### config.mk
export PLATFORM = sky130hd
export DESIGN_NAME = hw_bus_adapter
export DESIGN_NICKNAME = d
export VERILOG_FILES = /design/src/rtl/hwba_pkg.sv /design/src/rtl/hwba_route.sv /design/src/rtl/hwba_lane.sv /design/src/rtl/hwba_rdata.sv /design/src/rtl/hw_bus_adapter.sv
export SDC_FILE = /design/constraint.sdc
export NUM_CORES = 1
export LEC_CHECK = 0
export BUFFER_PORTS_ARGS = -buffer_cell sky130_fd_sc_hd__buf_2
export CORE_UTILIZATION = 46
export DETAILED_ROUTE_END_ITERATION = 8
export PLACE_DENSITY = 0.89
export SYNTH_ARGS = -nofsm -noshare
export SYNTH_HDL_FRONTEND = slang
export SYNTH_SLANG_ARGS = --single-unit
### constraint.sdc
create_clock -name clk -period 1.85 [get_ports clk]
set_input_delay 0.0925 -clock clk [delete_from_list [all_inputs] [get_ports clk]]
set_output_delay 0.0925 -clock clk [all_outputs]
set_load 0.01 [all_outputs]
### src/rtl/hwba_pkg.sv
// Package: shared state and control types for the half-word bus adapter.
// Assumes: nothing beyond IEEE 1800-2017 packages.
package hwba_pkg;

    typedef enum logic [2:0] {
        ST_IDLE,
        ST_CACHE,
        ST_LO,
        ST_HI,
        ST_DONE
    } hwba_state_e;

    typedef struct packed {
        logic word;
        logic write;
        logic hw;
        logic to_cache;
    } hwba_ctl_t;

endpackage

### src/rtl/hwba_route.sv
// Module: hwba_route
// Decodes the segment from the top address bits and returns its half-word
// mode bit and whether the request goes to the cache port.
// Assumes: NUM_SEG is a power of two of at least 2.
module hwba_route #(
    parameter int ADDR_W  = 24,
    parameter int NUM_SEG = 8
) (
    input  logic [ADDR_W-1:0]  addr,
    input  logic               disp,
    input  logic [NUM_SEG-1:0] seg_hw_mode,
    input  logic [NUM_SEG-1:0] seg_cacheable,
    output logic               hw,
    output logic               to_cache
);
    localparam int SEG_W = $clog2(NUM_SEG);

    logic [SEG_W-1:0] seg_idx;

    // Pick the segment bits and look up both attributes; display refresh bypasses the cache.
    always_comb begin
        seg_idx  = addr[ADDR_W-1 -: SEG_W];
        hw       = seg_hw_mode[seg_idx];
        to_cache = seg_cacheable[seg_idx] & ~disp;
    end
endmodule

### src/rtl/hwba_lane.sv
// Module: hwba_lane
// Forms the external address, write data and lane enables for the current
// transfer phase from the latched request.
// Assumes: word accesses are word aligned; bits [1:0] are ignored for them.
module hwba_lane #(
    parameter int ADDR_W = 24
) (
    input  logic [ADDR_W-1:0] addr_q,
    input  logic [31:0]       wdata_q,
    input  logic              word,
    input  logic              hi_phase,
    output logic [ADDR_W-1:0] mem_addr,
    output logic [15:0]       mem_wdata,
    output logic [1:0]        mem_byte_en
);
    // Build the address, data lanes and enables for one 16-bit transfer.
    always_comb begin
        if (word) begin
            mem_addr    = {addr_q[ADDR_W-1:2], hi_phase, 1'b0};
            mem_wdata   = hi_phase ? wdata_q[31:16] : wdata_q[15:0];
            mem_byte_en = 2'b11;
        end else begin
            mem_addr    = addr_q;
            mem_wdata   = {wdata_q[7:0], wdata_q[7:0]};
            mem_byte_en = addr_q[0] ? 2'b10 : 2'b01;
        end
    end
endmodule

### src/rtl/hwba_rdata.sv
// Module: hwba_rdata
// Assembles the 32-bit read value from the external half-word(s):
// zero-extended byte, sign-extended half-word, or joined split word.
// Assumes: lo_hold carries the first half of a split word.
module hwba_rdata (
    input  logic [15:0] lo_hold,
    input  logic [15:0] mem_rdata,
    input  logic        word,
    input  logic        hw,
    input  logic        byte_hi,
    output logic [31:0] value
);
    // Select the extension rule that matches the access size and mode.
    always_comb begin
        if (!word) begin
            value = {24'b0, (byte_hi ? mem_rdata[15:8] : mem_rdata[7:0])};
        end else if (hw) begin
            value = {{16{mem_rdata[15]}}, mem_rdata};
        end else begin
            value = {mem_rdata, lo_hold};
        end
    end
endmodule

### src/rtl/hw_bus_adapter.sv
// Module: hw_bus_adapter
// Adapts core word/byte requests to a 16-bit external bus under a per-segment
// half-word mode bit, or forwards them to a cache port under a per-segment
// cacheable bit. Display refresh requests always use the external bus.
// Assumes: the core holds its request and fields stable until core_ready, and
// drops or replaces the request in the cycle after core_ready.
module hw_bus_adapter #(
    parameter int ADDR_W  = 24,
    parameter int NUM_SEG = 8
) (
    input  logic               clk,
    input  logic               rst_n,
    input  logic [NUM_SEG-1:0] seg_hw_mode,
    input  logic [NUM_SEG-1:0] seg_cacheable,
    input  logic               core_req,
    input  logic [ADDR_W-1:0]  core_addr,
    input  logic [31:0]        core_wdata,
    input  logic               core_word,
    input  logic               core_write,
    input  logic               core_disp,
    output logic               core_ready,
    output logic [31:0]        core_rdata,
    output logic               mem_req,
    output logic [ADDR_W-1:0]  mem_addr,
    output logic [15:0]        mem_wdata,
    output logic [1:0]         mem_byte_en,
    output logic               mem_write,
    input  logic               mem_ack,
    input  logic [15:0]        mem_rdata,
    output logic               cache_req,
    output logic [ADDR_W-1:0]  cache_addr,
    output logic [31:0]        cache_wdata,
    output logic               cache_word,
    output logic               cache_write,
    input  logic               cache_ack,
    input  logic [31:0]        cache_rdata
);
    import hwba_pkg::*;

    hwba_state_e       state;
    hwba_ctl_t         ctl_q;
    logic [ADDR_W-1:0] addr_q;
    logic [31:0]       wdata_q;
    logic              disp_q;
    logic [15:0]       lo_hold;
    logic [31:0]       rdata_q;
    logic              rt_hw;
    logic              rt_cache;
    logic [31:0]       asm_value;

    hwba_route #(.ADDR_W(ADDR_W), .NUM_SEG(NUM_SEG)) route_i (
        .addr          (core_addr),
        .disp          (core_disp),
        .seg_hw_mode   (seg_hw_mode),
        .seg_cacheable (seg_cacheable),
        .hw            (rt_hw),
        .to_cache      (rt_cache)
    );

    hwba_lane #(.ADDR_W(ADDR_W)) lane_i (
        .addr_q      (addr_q),
        .wdata_q     (wdata_q),
        .word        (ctl_q.word),
        .hi_phase    (state == ST_HI),
        .mem_addr    (mem_addr),
        .mem_wdata   (mem_wdata),
        .mem_byte_en (mem_byte_en)
    );

    hwba_rdata rdata_i (
        .lo_hold   (lo_hold),
        .mem_rdata (mem_rdata),
        .word      (ctl_q.word),
        .hw        (ctl_q.hw),
        .byte_hi   (addr_q[0]),
        .value     (asm_value)
    );

    // Sequence a request through cache or one/two external transfers, then pulse ready.
    always_ff @(posedge clk) begin
        if (!rst_n) begin
            state   <= ST_IDLE;
            ctl_q   <= '0;
            addr_q  <= '0;
            wdata_q <= '0;
            disp_q  <= 1'b0;
            lo_hold <= '0;
            rdata_q <= '0;
        end else begin
            case (state)
                ST_IDLE: begin
                    if (core_req) begin
                        addr_q         <= core_addr;
                        wdata_q        <= core_wdata;
                        disp_q         <= core_disp;
                        ctl_q.word     <= core_word;
                        ctl_q.write    <= core_write;
                        ctl_q.hw       <= rt_hw;
                        ctl_q.to_cache <= rt_cache;
                        state          <= rt_cache ? ST_CACHE : ST_LO;
                    end
                end
                ST_CACHE: begin
                    if (cache_ack) begin
                        rdata_q <= cache_rdata;
                        state   <= ST_DONE;
                    end
                end
                ST_LO: begin
                    if (mem_ack) begin
                        if (ctl_q.word && !ctl_q.hw) begin
                            lo_hold <= mem_rdata;
                            state   <= ST_HI;
                        end else begin
                            rdata_q <= asm_value;
                            state   <= ST_DONE;
                        end
                    end
                end
                ST_HI: begin
                    if (mem_ack) begin
                        rdata_q <= asm_value;
                        state   <= ST_DONE;
                    end
                end
                default: state <= ST_IDLE;
            endcase
        end
    end

    // Drive the port outputs from the current state and latched request.
    always_comb begin
        core_ready  = (state == ST_DONE);
        core_rdata  = rdata_q;
        mem_req     = (state == ST_LO) || (state == ST_HI);
        mem_write   = ctl_q.write;
        cache_req   = (state == ST_CACHE);
        cache_addr  = addr_q;
        cache_wdata = wdata_q;
        cache_word  = ctl_q.word;
        cache_write = ctl_q.write;
    end


    ready_pulse_chk: assert property (@(posedge clk) disable iff (!rst_n)
        core_ready |=> !core_ready);


    mem_hold_chk: assert property (@(posedge clk) disable iff (!rst_n)
        (mem_req && !mem_ack) |=> (mem_req && $stable(mem_addr) && $stable(mem_wdata)));


    split_step_chk: assert property (@(posedge clk) disable iff (!rst_n)
        ($past(mem_req && mem_ack) && mem_req) |-> (mem_addr == $past(mem_addr) + ADDR_W'(2)));


    disp_no_cache_chk: assert property (@(posedge clk) disable iff (!rst_n)
        cache_req |-> !disp_q);


    port_excl_chk: assert property (@(posedge clk) disable iff (!rst_n)
        !(cache_req && mem_req));


    hw_single_chk: assert property (@(posedge clk) disable iff (!rst_n)
        (mem_req && mem_ack && ctl_q.word && ctl_q.hw) |=> core_ready);
endmodule

==> results.yml, run 1 <==
run_status:
  outcome: "completed"
synthesis:
  synthTopCellsByArea: "dfxtp_1 41%, nand2_1 8.2%, a21oi_1 8.0%"
  synthCells: 661
  yosysTopAreaCell: "dfxtp_1"
  syn_area_sq_mm: 0.005384
  yosysSeqAreaShare: 0.4090
  yosys_warnings: 0
  ys_types: 38
  ys_seq_elements: 110
  yosysTopAreaCellShare: 0.4090
  syn_area_per_cell_sq_um: 8.145
  synth_fp_nets: 789
routing:
  first_pass_iters: 6
  routed_wirelength_microns: 19120
  vias: 6064
  drc: 0
  via_per_inst: 5.625
  routedWlPerCell_microns: 17.73
  first_iter_violations: 657
  ant_nets: 0
final_layout:
  final_util: 0.6649
  final_cells: 1078
  drive_gt1_frac: 0.3508
  nets: 1058
  fillers: 877
  syn2layout_area_growth_pct: 41.02
  num_antenna_cells: 0
  final_cell_area_sq_mm: 0.007592
setup_path:
  worstSetupPathType: "flop to output port"
  cp.depth: 6
  reg2reg_slack_ps: 110
  critical_path_buf_inv_count: 3
  r2r_cells: 6
  r2r-start: "state[2]"
  slowest_delay_ps: 380
  end_kind: "output port"
  required_ps: 1760
  endpoint: "mem_wdata[5]"
  crit_path_start: "state[2]"
  path_delay_family: "multiplexers"
  reg2reg_to: "cache_write"
  path_cells: "nand2b_4 > inv_4 > nand3_1 > buf_6 > mux2_2 > buf_2"
  cp_max_fo: 9
  crit_path_start_kind: "flop"
  crit_arrival_ps: 1700
  cp_slowest_cell: "mux2_2"
clock_tree:
  clockBufferDepth: 2
  h-tree-depth: 3
  numCtsBuffers: 9
  cts.sinks: 110
  cts-root-buf: "clkbuf_16"
  clk_latency_ps: 350
  cts.reportedPaths.clkPinSlew_ps: 70
  cts_tree: "built"
floorplanning:
  core_sq_mm: 0.01142
  die_w_microns: 110.2
  fp.dieArea_sq_mm: 0.01214
  row_count: 39
  ios: 264
  die_h_microns: 110.2
  start_util: 0.4715
place:
  gp_congestion: 0.8683
  placed_area_sq_mm: 0.006713
  post-dp-hpwl_microns: 12210
  portBuffers: 263
  dp_cells: 1008
global_routing:
  grt_start_max_net_pins: 61
  grt_use_total: 0.3059
  grt_first_pass_wirelength_microns: 27830
  first_global_vias: 5441
  antenna_found_initial: 1
  gr-total-overflow: 0
timing:
  hold_viol: 0
  tns_ps: 0
  fmax_mhz: 558.9
  period_share: 0.9672
  clock_skew_ps: 10.45
  rsz0062_at_grt: "false"
  slew_viol_final: 0
  slew_headroom: 0.7135
  tightest_slew_ps: 419.0
  min_period_ps: 1789
  setup_viol: 0
job:
  drv_cap: 0
power:
  p_leak_uw: 0.003487
  vdd_drop_max_uv: 781.5
  power_per_cell_area_mw_per_mm2: 1092
min_path:
  hold_path.class: "primary input to flop"
## kinds of logic after synthesis
family,after synthesis,synth area share
flops,110,0.4090
compound gates,175,0.2006
buf+inv,98,0.09459
mux,55,0.1115
simple gates,223,0.1843
## cells in the mapped netlist, drive strengths merged
cell type  number
mux2           10
a2111oi         8
and4            1
and2           10
or4            16
nand3b          2
nor3b           1
mux2i          42
o21bai          8
a21oi          86
clkbuf         34
o2111ai         1
and3            3
inv            13
dfxtp         110
nand2b          4
o22ai           1
nand4           1
nand2         118
nor3            2
a32oi           1
o21ai          20
buf            51
a211o           1
a211oi         40
nand3           1
a31oi           1
o311a           8
nor2           52
or2             2
mux4            3
nor2b          10
## worst min-delay path by stage
stage                    from              end  slack [ps]  cells after the start
4_1_cts        core_wdata[18]  cache_wdata[18]           4                      3
2_1_floorplan  core_wdata[17]  cache_wdata[17]         230                      2
3_3_place_gp   core_wdata[14]  cache_wdata[14]         330                      3
3_5_place_dp    core_addr[16]   cache_addr[16]         340                      3
5_1_grt             core_word       cache_word          10                      3
6_report       core_wdata[18]  cache_wdata[18]          20                      3
## state kept, by name (all words and copies together) (netlist names)
signal       cells
cache_word       1
cache_write      1
core_rdata      32
ctl_q            1
lo_hold         16
state            3
cache_addr      24
cache_wdata     32
## where the power goes
group,switching [uW],internal [uW]
combinational,1940,1440
clock,888,958
sequential,308,2760
total,3140,5150
## layer usage
layer  GRT usage  part of all wire  up-vias
met1      0.3621              0.37     2817
met3     0.07231             0.089       73
met4      0.1344             0.036        2
met5           0           0.00042        -
li1            -                 -     2809
met2      0.5263              0.50      363
## cell usage in the layout (no fill, tap or decap), types with 4 or more instances in the layout
| master | netlist | final |
|---|---|---|
| o311a_1 | 8 | 8 |
| a2111oi_0 | 8 | 8 |
| nand2_1 | 118 | 116 |
| mux2_2 | 5 | 6 |
| o21ai_1 | 18 | 18 |
| buf_12 | 0 | 7 |
| o21bai_1 | 8 | 8 |
| buf_2 | 23 | 263 |
| a21oi_1 | 86 | 85 |
| mux2i_1 | 42 | 40 |
| nor2_1 | 52 | 52 |
| or4_1 | 16 | 16 |
| and2_1 | 10 | 9 |
| nor2b_1 | 10 | 10 |
| clkbuf_16 | 0 | 9 |
| mux2_1 | 5 | 4 |
| dfxtp_1 | 110 | 107 |
| inv_1 | 10 | 10 |
| buf_4 | 26 | 17 |
| dlygate4sd3_1 | 0 | 53 |
| a211oi_1 | 40 | 40 |
## timing repair
action / 4_1_cts / 5_1_grt
endpoints found under the setup margin: 16 / 9
gates resized for setup: 4 / 13
hold buffers: 53 / 0
pin swaps: 0 / 1
hold endpoints to repair: 53 / 0
setup buffers: 1 / 0
gates cloned: 0 / 0
## final cells by class
class / count / area (sq um) / area share
sequential: 110 / 2206 / 0.2905
timing repair buffer: 343 / 2152 / 0.2835
inverter: 13 / 51.30 / 0.006757
clock buffer: 12 / 246.5 / 0.03247
tap: 143 / 178.9 / 0.02357
multi-input combinational: 453 / 2728 / 0.3593
clock inverter: 4 / 30.03 / 0.003955
## worst min-delay path, delay by kind of cell
family | cells | cell delay [ps]
compound gates | 1 | 60
buf+inv | 1 | 100
simple gates | 1 | 70
## per-stage QoR
stage	hold WS (ps)	power, uW	setup slack [ps]
after floorplan	228.5	5072	222.1
after global placement	331.6	6129	242.9
after detailed placement	338.3	6202	167.1
after CTS	3.658	8164	31.73
after global routing	11.85	8790	4.666
final	20.14	8290	60.67
No activity file was read; power rests on OpenSTA's default activity.
==> run 2, diff against run 1 <==
--- a/config.mk
+++ b/config.mk
@@ -5,10 +5,12 @@
 export SDC_FILE = /design/constraint.sdc
 export NUM_CORES = 1
 export LEC_CHECK = 0
+export ABC_AREA = 1
 export BUFFER_PORTS_ARGS = -buffer_cell sky130_fd_sc_hd__buf_2
 export CORE_UTILIZATION = 46
 export DETAILED_ROUTE_END_ITERATION = 8
-export PLACE_DENSITY = 0.89
+export PLACE_DENSITY = 0.9
+export SLEW_MARGIN = 20
 export SYNTH_ARGS = -nofsm -noshare
 export SYNTH_HDL_FRONTEND = slang
 export SYNTH_SLANG_ARGS = --single-unit
==> run 2 against run 1 <==
  * Non-clock buffer count decreased by 4
  * Sequential power increased by 14%
  * Total power increased by 7.2%
  * Critical path depth increased by 1
  * Via count increased by 3.0%
  * Wire length decreased by 5.9%
  * Synthesized cell count increased by 9.5%
  * Combinational power increased by 19%
  * Clock-buffer cell count decreased by 3
  * Maximum frequency increased by 3.5%
==> results.yml, run 2 <==
clock_tree:
  cts_tree: "built"
  clockBufferDepth: 2
  cts-root-buf: "clkbuf_8"
  cts.reportedPaths.clkPinSlew_ps: 120
  h-tree-depth: 3
  numCtsBuffers: 9
  clk_latency_ps: 370
  cts.sinks: 110
synthesis:
  yosysTopAreaCell: "dfxtp_1"
  ys_seq_elements: 110
  synth_edf_count: 0
  synth_xor_area_frac: 0
  yosys_warnings: 0
  synth_commonest_cells: "166 x o21ai_0, 110 x dfxtp_1, 94 x nor2_1"
  yosysMostFrequentCell: "o21ai_0"
  synth_top_family_by_area: "compound AO/OA/AOI/OAI gates"
  async_flop_share: 0
  synth_fp_nets: 852
  syn_area_per_cell_sq_um: 7.108
  synthSimpleGateAreaFrac: 0.1627
  synthFlopType: "dfxtp_1"
  synthCells: 724
  ys_types: 29
  synthAdderAreaFrac: 0
  synthTopCellsByArea: "dfxtp_1 43%, o21ai_0 16%, nor2_1 6.9%"
  synthMuxAreaShare: 0
  synth-compound-area-share: 0.2811
  yosysSeqAreaShare: 0.4279
  syn_area_sq_mm: 0.005146
  yosysTopAreaCellShare: 0.4279
global_routing:
  grt_first_pass_wirelength_microns: 27350
  grt_start_max_net_pins: 44
  antenna_found_initial: 2
  first_global_vias: 5697
  gr-total-overflow: 0
  grt_use_total: 0.2985
setup_path:
  reg2reg_to: "core_rdata[0]"
  endpoint: "mem_wdata[12]"
  crit_arrival_ps: 1640
  reg2reg_slack_ps: 190
  required_ps: 1760
  crit_path_start: "state[2]"
  crit_path_start_kind: "flop"
  r2r_cells: 7
  cp_slowest_cell: "dfxtp_2"
  worstSetupPathType: "flop to output port"
  slowest_delay_ps: 350
  r2r-start: "cache_word"
  end_kind: "output port"
  cp_max_fo: 17
  path_cells: "inv_2 > nand2_2 > nor2_4 > inv_6 > o21ai_1 > o21ai_0 > buf_2"
timing:
  tightest_slew_ps: 472.0
  min_period_ps: 1729
  tns_ps: 0
  hold_slack_ps: 2.658
  slew_headroom: 0.6849
  hold_viol: 0
  rsz0062_at_grt: "false"
  slew_viol_final: 0
  fmax_mhz: 578.5
  clock_skew_ps: 16.67
  setup_viol: 0
  period_share: 0.9344
routing:
  routedWlPerCell_microns: 15.72
  via_per_inst: 5.454
  routed_wirelength_microns: 18000
  drc: 0
  vias: 6245
  first_iter_violations: 750
  ant_nets: 0
  first_pass_iters: 6
final_layout:
  layout_commonest_cell: "buf_2"
  drive_gt1_frac: 0.3170
  nets: 1126
  final_cell_area_sq_mm: 0.007199
  layout_common_cells: "263 x buf_2, 162 x o21ai_0, 107 x dfxtp_1"
  final_cells: 1145
  fillers: 923
  syn2layout_area_growth_pct: 39.90
job:
  drv_cap: 0
floorplanning:
  start_util: 0.4727
  die_h_microns: 107.8
  die_w_microns: 107.8
  row_count: 38
  fp.dieArea_sq_mm: 0.01161
  ios: 264
  core_sq_mm: 0.01089
place:
  post-dp-hpwl_microns: 11710
  placed_area_sq_mm: 0.006379
  gp_congestion: 0.8909
  dp_cells: 1066
  portBuffers: 263
power:
  vdd_drop_max_uv: 677.2
  p_leak_uw: 0.003545
  power_per_cell_area_mw_per_mm2: 1234
min_path:
  hold_path.class: "primary input to flop"
run_status:
  outcome: "completed"
[run 2: how the worst min path moves through the flow]
stage / slack, ps / start / depth (start not counted) / end
final: 3 / core_wdata[3] / 3 / cache_wdata[3]
after global routing: 0.3 / core_wdata[3] / 3 / cache_wdata[3]
after CTS: 0.009 / mem_rdata[4] / 3 / lo_hold[4]
after detailed placement: 320 / core_wdata[26] / 3 / cache_wdata[26]
after global placement: 310 / core_write / 3 / cache_write
after floorplan: 190 / core_addr[23] / 1 / ctl_q[1]
[run 2: per-layer routing]
metal | global-route usage | wire, microns
met5 | 0 | 0
met4 | 0.1712 | 777
met3 | 0.07567 | 1582
met1 | 0.3511 | 7043
met2 | 0.4913 | 8591
[run 2: stage by stage]
step                      worst slack [ps]    util  total power [uW]
after floorplan                      453.6       -              5905
after global placement               317.9  0.5858              7189
after detailed placement             274.2  0.5858              7278
after CTS                            10.33  0.6592              8778
after global routing                 5.908  0.6612              9452
final                                121.4  0.6612              8885
[run 2: timing repair]
item / in CTS / in global routing
gates resized for setup: 5 / 11
hold endpoints to repair: 60 / 0
buffers inserted: 1 / 0
hold buffers: 60 / 0
gates cloned: 0 / 0
setup endpoints to repair: 16 / 10
[run 2: worst max-delay path: cells and delay by family, from the launching register on]
kind            cells  cell delay, ps
flops               1             350
buf+inv             3             310
compound gates      2             360
simple gates        2             250
[run 2: power breakdown]
| part | total (uW) | internal [uW] | switching, uW |
|---|---|---|---|
| Sequential | 3480 | 3030 | 448 |
| Clock | 1390 | 511 | 875 |
| Combinational | 4020 | 1500 | 2510 |
[run 2: logic make-up (layout without fill, tap and decap cells)]
kind of cell / after synthesis / count (layout)
and+or+nand+nor: 200 / 200
AOI/OAI and AO/OA: 271 / 271
buffers and inverters: 143 / 422
other: 0 / 2
DFF: 110 / 110
[run 2: final cells by class]
cell class | instances | area, sq um | share of cell area
Inverter | 67 | 260.3 | 0.03615
Clock inverter | 7 | 56.30 | 0.007821
Sequential cell | 110 | 2206 | 0.3064
Tap cell | 140 | 175.2 | 0.02433
Clock buffer | 9 | 123.9 | 0.01721
Timing Repair Buffer | 339 | 2074 | 0.2881
Antenna cell | 2 | 5.005 | 0.0006952
Multi-Input combinational cell | 471 | 2298 | 0.3193
